File: config.mk
export PLATFORM = sky130hd
export DESIGN_NAME = alu8_top
export DESIGN_NICKNAME = d
export VERILOG_FILES = /design/src/rtl/alu8_pkg.sv /design/src/rtl/alu8_logic.sv /design/src/rtl/alu8_arith.sv /design/src/rtl/alu8_shift.sv /design/src/rtl/alu8_top.sv
export SDC_FILE = /design/constraint.sdc
export NUM_CORES = 1
export LEC_CHECK = 0
export ABC_CLOCK_PERIOD_IN_PS = 8270
export BUFFER_PORTS_ARGS = -buffer_cell sky130_fd_sc_hd__clkbuf_2
export CAP_MARGIN = 20
export CORE_MARGIN = 2
export CORE_UTILIZATION = 62
export CTS_BUF_LIST = sky130_fd_sc_hd__clkbuf_8
export DETAILED_ROUTE_END_ITERATION = 10
export PLACE_DENSITY = 0.89
export SLEW_MARGIN = 30
export SYNTH_ARGS = -nofsm -noshare
export SYNTH_HDL_FRONTEND = slang
export SYNTH_SLANG_ARGS = --single-unit
File: constraint.sdc
create_clock -name clk -period 8.27 [get_ports clk]
set_clock_uncertainty 0.15 [all_clocks]
set_input_delay 0.827 -clock clk [delete_from_list [all_inputs] [get_ports clk]]
set_output_delay 0.827 -clock clk [all_outputs]
set_load 0.01 [all_outputs]
File: src/rtl/alu8_pkg.sv
package alu8_pkg;
  localparam int OPW = 4;

  typedef enum logic [OPW-1:0] {
    OP_OR  = 4'd0,
    OP_AND = 4'd1,
    OP_XOR = 4'd2,
    OP_ADD = 4'd3,
    OP_SUB = 4'd4,
    OP_CMP = 4'd5,
    OP_INC = 4'd6,
    OP_DEC = 4'd7,
    OP_SHL = 4'd8,
    OP_ROL = 4'd9,
    OP_SHR = 4'd10,
    OP_ROR = 4'd11,
    OP_TST = 4'd12
  } op_e;
endpackage

File: src/rtl/alu8_logic.sv
module alu8_logic #(
  parameter int WIDTH = 8
) (
  input  logic [alu8_pkg::OPW-1:0] op,
  input  logic [WIDTH-1:0]         a,
  input  logic [WIDTH-1:0]         b,
  output logic [WIDTH-1:0]         y,
  output logic [WIDTH-1:0]         masked
);
  import alu8_pkg::*;

  assign masked = a & b;

  always_comb begin
    case (op)
      OP_OR:   y = a | b;
      OP_AND:  y = masked;
      default: y = a ^ b;
    endcase
  end
endmodule

File: src/rtl/alu8_arith.sv
module alu8_arith #(
  parameter int WIDTH = 8
) (
  input  logic [alu8_pkg::OPW-1:0] op,
  input  logic [WIDTH-1:0]         a,
  input  logic [WIDTH-1:0]         b,
  input  logic                     cin,
  output logic [WIDTH-1:0]         sum,
  output logic                     cout,
  output logic                     vout
);
  import alu8_pkg::*;

  localparam int MSB = WIDTH - 1;

  logic [WIDTH-1:0] b_eff;
  logic             c_eff;
  logic [WIDTH:0]   full;

  always_comb begin
    case (op)
      OP_SUB:  begin b_eff = ~b;                 c_eff = cin;  end
      OP_CMP:  begin b_eff = ~b;                 c_eff = 1'b1; end
      OP_INC:  begin b_eff = '0;                 c_eff = 1'b1; end
      OP_DEC:  begin b_eff = {WIDTH{1'b1}};      c_eff = 1'b0; end
      default: begin b_eff = b;                  c_eff = cin;  end
    endcase
  end

  assign full = {1'b0, a} + {1'b0, b_eff} + {{WIDTH{1'b0}}, c_eff};
  assign sum  = full[WIDTH-1:0];
  assign cout = full[WIDTH];
  assign vout = (a[MSB] ^ sum[MSB]) & (b_eff[MSB] ^ sum[MSB]);
endmodule

File: src/rtl/alu8_shift.sv
module alu8_shift #(
  parameter int WIDTH = 8
) (
  input  logic [alu8_pkg::OPW-1:0] op,
  input  logic [WIDTH-1:0]         a,
  input  logic                     cin,
  output logic [WIDTH-1:0]         y,
  output logic                     cout
);
  import alu8_pkg::*;

  localparam int MSB = WIDTH - 1;

  logic fill;

  assign fill = ((op == OP_ROL) || (op == OP_ROR)) ? cin : 1'b0;

  always_comb begin
    if ((op == OP_SHL) || (op == OP_ROL)) begin
      y    = {a[MSB-1:0], fill};
      cout = a[MSB];
    end else begin
      y    = {fill, a[MSB:1]};
      cout = a[0];
    end
  end
endmodule

File: src/rtl/alu8_top.sv
module alu8_top #(
  parameter int WIDTH = 8
) (
  input  logic             clk,
  input  logic             rst,
  input  logic [3:0]       op_sel,
  input  logic [WIDTH-1:0] acc_in,
  input  logic [WIDTH-1:0] mem_in,
  input  logic             carry_in,
  input  logic             ovf_in,
  output logic [WIDTH-1:0] res_q,
  output logic             c_q,
  output logic             z_q,
  output logic             v_q,
  output logic             n_q,
  output logic             wr_q
);
  import alu8_pkg::*;

  localparam int MSB = WIDTH - 1;

  logic [WIDTH-1:0] lg_y, lg_mask, ar_sum, sh_y;
  logic             ar_c, ar_v, sh_c;

  logic [WIDTH-1:0] r_d, zn_src;
  logic             c_d, v_d, n_d, wr_d;

  alu8_logic #(.WIDTH(WIDTH)) u_logic (
    .op(op_sel), .a(acc_in), .b(mem_in), .y(lg_y), .masked(lg_mask)
  );

  alu8_arith #(.WIDTH(WIDTH)) u_arith (
    .op(op_sel), .a(acc_in), .b(mem_in), .cin(carry_in),
    .sum(ar_sum), .cout(ar_c), .vout(ar_v)
  );

  alu8_shift #(.WIDTH(WIDTH)) u_shift (
    .op(op_sel), .a(acc_in), .cin(carry_in), .y(sh_y), .cout(sh_c)
  );

  always_comb begin
    r_d    = acc_in;
    zn_src = acc_in;
    c_d    = carry_in;
    v_d    = ovf_in;
    n_d    = 1'b0;
    wr_d   = 1'b1;
    case (op_sel)
      OP_OR, OP_AND, OP_XOR: begin
        r_d = lg_y;    zn_src = lg_y;
      end
      OP_ADD, OP_SUB: begin
        r_d = ar_sum;  zn_src = ar_sum; c_d = ar_c; v_d = ar_v;
      end
      OP_CMP: begin
        r_d = ar_sum;  zn_src = ar_sum; c_d = ar_c; wr_d = 1'b0;
      end
      OP_INC, OP_DEC: begin
        r_d = ar_sum;  zn_src = ar_sum;
      end
      OP_SHL, OP_ROL, OP_SHR, OP_ROR: begin
        r_d = sh_y;    zn_src = sh_y;   c_d = sh_c;
      end
      OP_TST: begin
        zn_src = lg_mask; v_d = mem_in[MSB-1]; wr_d = 1'b0;
      end
      default: begin
        wr_d = 1'b0;
      end
    endcase
    n_d = (op_sel == OP_TST) ? mem_in[MSB] : zn_src[MSB];
  end

  always_ff @(posedge clk) begin
    if (rst) begin
      res_q <= '0;
      c_q   <= 1'b0;
      z_q   <= 1'b0;
      v_q   <= 1'b0;
      n_q   <= 1'b0;
      wr_q  <= 1'b0;
    end else begin
      res_q <= r_d;
      c_q   <= c_d;
      z_q   <= (zn_src == '0);
      v_q   <= v_d;
      n_q   <= n_d;
      wr_q  <= wr_d;
    end
  end
endmodule

==> impl_metrics.yaml, run 1 <==
worst_setup_path:
  path_cells: "clkbuf_2 > nand2b_1 > nor2_1 > o22a_1 > fa_1 > inv_1 > fa_1 > nor2b_4 > o31a_1 > o21a_1 > or3_1 > a311o_1 > o31ai_2"
  slowest_stage: "nand2b_1"
  start_kind: "input port"
  cp-end-kind: "flip-flop"
  critical_path_class: "in2reg"
  crit_top_cell: "fa_1"
  cpPeakStageDelay_ns: 0.59
  cp_num_buf_inv: 2
  cp.required_ns: 8.28
  crit_family: "compound AO/OA/AOI/OAI gates"
  worstPathMaxFanout: 22
  cp.arrival_ns: 4.24
timing:
  timing_worst_slew_pin_value_ns: 0.645
  min_period_over_period_pct: 51.2
  hold_viol: 0
  fmax_mhz: 236
  rsz0062_at_grt: "false"
  fin_setup_tns_ns: 0
  setup_violations: 0
  timing.hold.ws_ns: 0.744
  slew_viol_final: 0
  period_minus_slack_ns: 4.24
  slew_headroom_pct: 57.0
status:
  status: "complete, no violations"
routing:
  vias: 1944
  top_layer_used: "met4"
  drc: 0
  vias_per_cell: 6.35
  met2_length_um: 2220
  drt.antenna.violating_nets: 0
  wl_met1_um: 2130
  firstDrtPassIters: 5
  routedWlPerCell_um: 15.8
  postRouteWirelength_um: 4820
  drt-initial-drc-count: 118
  wl_met3_um: 439
clocking:
  cts_hold_buf: 0
  h-tree-depth: 1
  tritoncts: "yes"
  cts_sinks: 13
  cts_buffers: 3
  cts_buffer_depth: 2
  clk_pin_slew_ns: 0.05
  post_cts.repair.setup_buffers: 0
  cts_root_buf: "clkbuf_8"
  cts-resized-gates: 0
power:
  p_clk_share_pct: 22.8
  power_density_nw_per_um2: 119
  switching_power_uw: 91.6
  seqPwrFrac_pct: 29.3
  power.total_uw: 240
  p_sw_share_pct: 38.1
  p_leak_nw: 0.977
  peakVddDrop_mv: 0.230
  p_int_uw: 149
  pwr-share-comb_pct: 47.9
finish:
  finish.utilization_pct: 73.0
  nets: 325
  area_growth_syn_to_layout_pct: 11.1
  drive_gt1_share_pct: 17.8
  final-seq-area_um2: 260
  fill_cells: 231
  multi_input_area_um2: 1400
  antenna_cells: 0
logic_synthesis:
  synth_edf_count: 0
  synth_fp_nets: 297
  ys_ff_latch: 13
  synth_top_cells_by_area: "ha_1 16%, dfxtp_1 14%, mux2i_1 6.6%"
  syn_area_per_cell_um2: 7.31
  synthFlopType: "dfxtp_1"
  post_synth_num_cell_types: 48
  yosysWarnings: 0
  yosysTopAreaCell: "ha_1"
  synth_top_area_share_pct: 15.9
  synthCells: 248
  synthArstFlopShare_pct: 0
  synth-seq-area-share_pct: 14.4
  synthesis.area_um2: 1810
grt:
  antenna_found_initial: 0
  grt_max_degree: 28
  grt_pass1_vias: 1755
  grt_pass1_wl_um: 8080
  grt_use_total_pct: 30.7
  grt_overflow_total: 0
floorplan:
  die_h_um: 58.1
  core_area_um2: 2760
  rows: 19
  initial_core_util_pct: 65.7
  fp.dieW_um: 58.1
  die_area_um2: 3370
  io_pins: 37
hold_path:
  hold_depth: 3
  min-delay-start: "ovf_in"
  min_path_type: "in2reg"
  min_to: "v_q"
placed_design:
  port-buffer-count: 36
  hpwlAfterDp_um: 3700
  place_congestion: 0.897
flow_run:
  cap_violations: 0
## metrics by stage
step / instances / setup WS, ns / cell area [µm²]
floorplan: 248 / 4.46 / 1810
global placement: 302 / 3.97 / 1970
detailed placement: 302 / 3.83 / 1970
CTS: 306 / 4.08 / 2010
global route: 306 / 3.81 / 2010
finish: 306 / 4.03 / 2010
## cells in the mapped netlist (all sizes together) (3+ instances only)
cell	instances
a32o	3
buf	8
ha	23
o31ai	8
nor2b	3
xnor2	3
o21a	3
nor3b	3
and3	3
o21ai	13
nor2	21
clkbuf	6
dfxtp	13
nand2	27
nand2b	6
nand3	5
a211oi	6
nor3	5
inv	23
nor4	4
a21o	3
or2	3
a21oi	18
mux2i	12
## state kept, by name, indices dropped and copies added, names as in the netlist
signal,flops
res_q,8
z_q,1
n_q,1
c_q,1
wr_q,1
v_q,1
## final cells by class
cell class	instances	area share, %
multi-input cells	198	69.3
repair buffers	37	9.32
inverters	23	4.29
clock inverters	1	0.186
clock buffers	3	2.05
flip-flops and latches	13	12.9
well taps	31	1.93
## worst min-delay path: cells and delay by family
kind	cells	cell delay, ns
AO/OA/AOI/OAI	2	0.19
buffers and inverters	1	0.08
## logic make-up after synthesis
group	Yosys count	share of synthesized area, %
AOI/OAI and AO/OA	71	27.2
adders and majority gates	25	18.1
DFF	13	14.4
muxes	12	6.63
buffers and inverters	37	8.63
xor gates and xnor gates	3	1.45
and+or+nand+nor	87	23.6
## power by group through the flow
stage | clock network [mW] | logic, mW | registers, mW
3_3_place_gp | 0 | 0.109 | 0.0713
4_1_cts | 0.0551 | 0.113 | 0.0703
6_report | 0.0548 | 0.115 | 0.0703
2_1_floorplan | 0 | 0.0762 | 0.0747
3_5_place_dp | 0 | 0.112 | 0.0715
5_1_grt | 0.0586 | 0.127 | 0.0707
## cell usage in the layout (no fill, tap or decap), types with 2 or more instances in the layout
cell      synthesis  routed
nor2b_1           2       2
dfxtp_1          13      13
nand3_1           5       5
a21oi_1          17      17
nor4b_1           2       2
mux2i_1          12      12
o211ai_1          2       2
a21o_1            3       3
inv_1            23      24
or3_1             2       2
nand2b_1          6       6
ha_1             23      23
nor2_1           21      21
clkbuf_2          0      36
nand2_1          27      27
nor3_1            5       5
nand4_1           2       2
xnor2_1           3       3
o21ai_0          13      13
a31oi_1           2       2
clkbuf_8          0       3
o31ai_1           7       7
or2_2             3       3
fa_1              2       2
o21ba_2           2       2
a32o_1            3       3
a211oi_1          6       6
nor4_1            4       4
nor3b_1           3       3
and3_1            3       3
o21a_1            3       3
a21boi_0          2       2
## worst max path at each step
stage / from / endpoint / slack (ns) / cells past startpoint
final: op_sel[3] / z_q / 4.03 / 13
after global routing: op_sel[3] / z_q / 3.81 / 13
after CTS: op_sel[3] / z_q / 4.08 / 13
after detailed placement: op_sel[3] / z_q / 3.83 / 13
after global placement: op_sel[3] / z_q / 3.97 / 13
after floorplan: op_sel[3] / z_q / 4.46 / 13
## metal layers
| metal | vias to the layer above | track usage [%] |
|---|---|---|
| met5 | - | 0 |
| met4 | 0 | 4.32 |
| met3 | 5 | 6.92 |
| met2 | 113 | 50.8 |
| met1 | 888 | 41.9 |
| li1 | 938 | - |
No activity file was read; power rests on OpenSTA's default activity.
==> inputs of run 2 (changes only) <==
--- a/config.mk
+++ b/config.mk
@@ -5,14 +5,15 @@
 export SDC_FILE = /design/constraint.sdc
 export NUM_CORES = 1
 export LEC_CHECK = 0
-export ABC_CLOCK_PERIOD_IN_PS = 8270
+export ABC_AREA = 1
+export ABC_CLOCK_PERIOD_IN_PS = 3900
 export BUFFER_PORTS_ARGS = -buffer_cell sky130_fd_sc_hd__clkbuf_2
 export CAP_MARGIN = 20
 export CORE_MARGIN = 2
-export CORE_UTILIZATION = 62
+export CORE_UTILIZATION = 58
 export CTS_BUF_LIST = sky130_fd_sc_hd__clkbuf_8
 export DETAILED_ROUTE_END_ITERATION = 10
-export PLACE_DENSITY = 0.89
+export PLACE_DENSITY = 0.83
 export SLEW_MARGIN = 30
 export SYNTH_ARGS = -nofsm -noshare
 export SYNTH_HDL_FRONTEND = slang
==> constraint.sdc (replaced) <==
create_clock -name clk -period 3.9 [get_ports clk]
set_clock_uncertainty 0.15 [all_clocks]
set_input_delay 0.39 -clock clk [delete_from_list [all_inputs] [get_ports clk]]
set_output_delay 0.39 -clock clk [all_outputs]
set_load 0.01 [all_outputs]
==> impl_metrics.yaml, run 2 <==
status:
  status: "complete, no violations"
timing:
  slew_viol_final: 0
  slew_headroom_pct: 66.3
  rsz0062_at_grt: "false"
  min_period_over_period_pct: 81.3
  period_minus_slack_ns: 3.17
  fin_setup_tns_ns: 0
  timing.hold.ws_ns: 0.279
  fmax_mhz: 315
  timing_worst_slew_pin_value_ns: 0.505
  hold_viol: 0
  setup_violations: 0
worst_setup_path:
  cpPeakStageDelay_ns: 0.40
  critical_path_class: "in2reg"
  path_cells: "clkbuf_2 > inv_2 > nor2_2 > nand2_2 > o21ai_0 > fa_1 > inv_1 > fa_1 > inv_1 > nand3_1 > nand3_1 > nand2_1 > nand3_1 > nand4_1 > nor2_1 > nand3_1 > nor2_1"
  crit_top_cell: "nand3_1"
  cp.arrival_ns: 3.21
  crit_family: "simple AND/OR/NAND/NOR gates"
  slowest_stage: "nor2_2"
  cp.required_ns: 3.94
  start_kind: "input port"
  cp-end-kind: "flip-flop"
  cp_num_buf_inv: 4
  worstPathMaxFanout: 11
floorplan:
  io_pins: 37
  die_h_um: 62.5
  fp.dieW_um: 62.5
  initial_core_util_pct: 59.9
  rows: 21
  die_area_um2: 3900
  core_area_um2: 3310
finish:
  nets: 427
  fill_cells: 338
  drive_gt1_share_pct: 15.4
  area_growth_syn_to_layout_pct: 12.8
  final_common_cell: "nand2_1"
  final_area_um2: 2240
  finish.utilization_pct: 67.5
  antenna_cells: 0
  largest_reg_flops: 8
  largest-register: "res_q"
  mostFrequentLayoutCells: "87 x nand2_1, 63 x inv_1, 38 x nor2_1"
routing:
  routedWlPerCell_um: 14.4
  postRouteWirelength_um: 6080
  drt.antenna.violating_nets: 0
  drt-initial-drc-count: 300
  vias_per_cell: 5.65
  vias: 2388
  firstDrtPassIters: 5
  drc: 0
grt:
  grt_overflow_total: 0
  grt_pass1_wl_um: 9970
  grt_max_degree: 18
  grt_use_total_pct: 31.8
  grt_pass1_vias: 2218
  antenna_found_initial: 0
logic_synthesis:
  synthesis.area_um2: 1980
  synth_top_cells_by_area: "nand2_1 16%, ha_1 15%, dfxtp_1 13%"
  post_synth_num_cell_types: 31
  synth_simple_gate_area_share_pct: 40.1
  synth_top_area_share_pct: 16.5
  synth_fp_nets: 390
  synthFlopType: "dfxtp_1"
  synth_most_common_cell: "nand2_1"
  yosysWarnings: 0
  synth_edf_count: 0
  synth-seq-area-share_pct: 13.1
  synth_xor_area_share_pct: 0
  ys_ff_latch: 13
  synthArstFlopShare_pct: 0
  synth_fa_ha_area_share_pct: 16.5
  yosysTopAreaCell: "nand2_1"
  synthMuxAreaShare_pct: 0
  synthCells: 341
  syn_area_per_cell_um2: 5.81
  synthTopCellsByCount: "87 x nand2_1, 62 x inv_1, 38 x nor2_1, 26 x nand3_1, 26 x o21ai_0"
  synth_top_family_by_area: "simple AND/OR/NAND/NOR gates"
  synth_compound_area_share_pct: 15.9
hold_path:
  min_to: "v_q"
  hold_depth: 2
  min_path_type: "in2reg"
  min-delay-start: "rst"
placed_design:
  hpwlAfterDp_um: 4600
  dpl_cell_area_um2: 2190
  place_congestion: 0.951
  port-buffer-count: 36
clocking:
  post_cts.repair.setup_buffers: 0
  cts_hold_buf: 0
  tritoncts: "yes"
  clk_pin_slew_ns: 0.06
  h-tree-depth: 1
  cts_root_buf: "clkbuf_8"
  cts_buffers: 3
  cts_sinks: 13
  cts_buffer_depth: 2
  cts-resized-gates: 0
flow_run:
  cap_violations: 0
power:
  power.total_uw: 538
  power_density_nw_per_um2: 241
  p_leak_nw: 1.34
  peakVddDrop_mv: 0.119
[run 2: cell types whose count changed after synthesis, moves of 5 or more]
cell | previous run | this run
a211oi_1 | 6 | 0
a21oi_1 | 17 | 12
clkbuf_1 | 6 | 0
inv_1 | 23 | 62
mux2i_1 | 12 | 0
nand2_1 | 27 | 87
nand2_2 | 0 | 6
nand2b_1 | 6 | 0
nand3_1 | 5 | 26
nand4_1 | 2 | 7
nor2_1 | 21 | 38
o21ai_0 | 13 | 26
o21ai_1 | 0 | 5
o31ai_1 | 7 | 0
[run 2: routing by layer]
layer | up-vias | GRT usage [%] | wire (µm)
li1 | 1164 | - | -
met1 | 1055 | 41.6 | 2570
met2 | 151 | 50.7 | 2660
met3 | 18 | 5.95 | 688
met4 | 0 | 15.0 | 160
met5 | - | 0 | 0
[run 2: final cells by class]
class / count / area [µm²] / area share [%]
multi-input cells: 257 / 1440 / 64.3
flip-flops and latches: 13 / 260 / 11.6
inverters: 66 / 248 / 11.1
repair buffers: 37 / 188 / 8.39
well taps: 46 / 57.6 / 2.57
clock buffers: 3 / 41.3 / 1.85
clock inverters: 1 / 3.75 / 0.168
[run 2: kinds of logic after synthesis]
kind of cell | Yosys count
adder cells (fa/ha/maj) | 25
AO/OA/AOI/OAI | 55
buffers and inverters | 71
flip-flops | 13
AND/OR/NAND/NOR | 177
[run 2: per-stage QoR]
step	std cells	setup WS, ns
after global placement	419	0.599
final	423	0.729
after detailed placement	419	0.551
after floorplan	341	1.23
after global routing	423	0.475
after CTS	423	0.800
[run 2: worst max-delay path by stage]
stage,endpoint,startpoint,cells past startpoint
after floorplan,z_q,op_sel[1],18
after global placement,z_q,op_sel[2],17
after detailed placement,z_q,op_sel[2],17
after CTS,z_q,op_sel[2],17
after global routing,z_q,op_sel[2],17
final,z_q,op_sel[2],17
[run 2: where the power goes]
| part | leakage (nW) | total (mW) | switching (mW) | internal, mW |
|---|---|---|---|---|
| clock | 0.0269 | 0.127 | 0.0570 | 0.0698 |
| combinational | 1.20 | 0.263 | 0.172 | 0.0907 |
| sequential | 0.108 | 0.148 | 0.00303 | 0.145 |
| total | 1.34 | 0.538 | 0.232 | 0.306 |
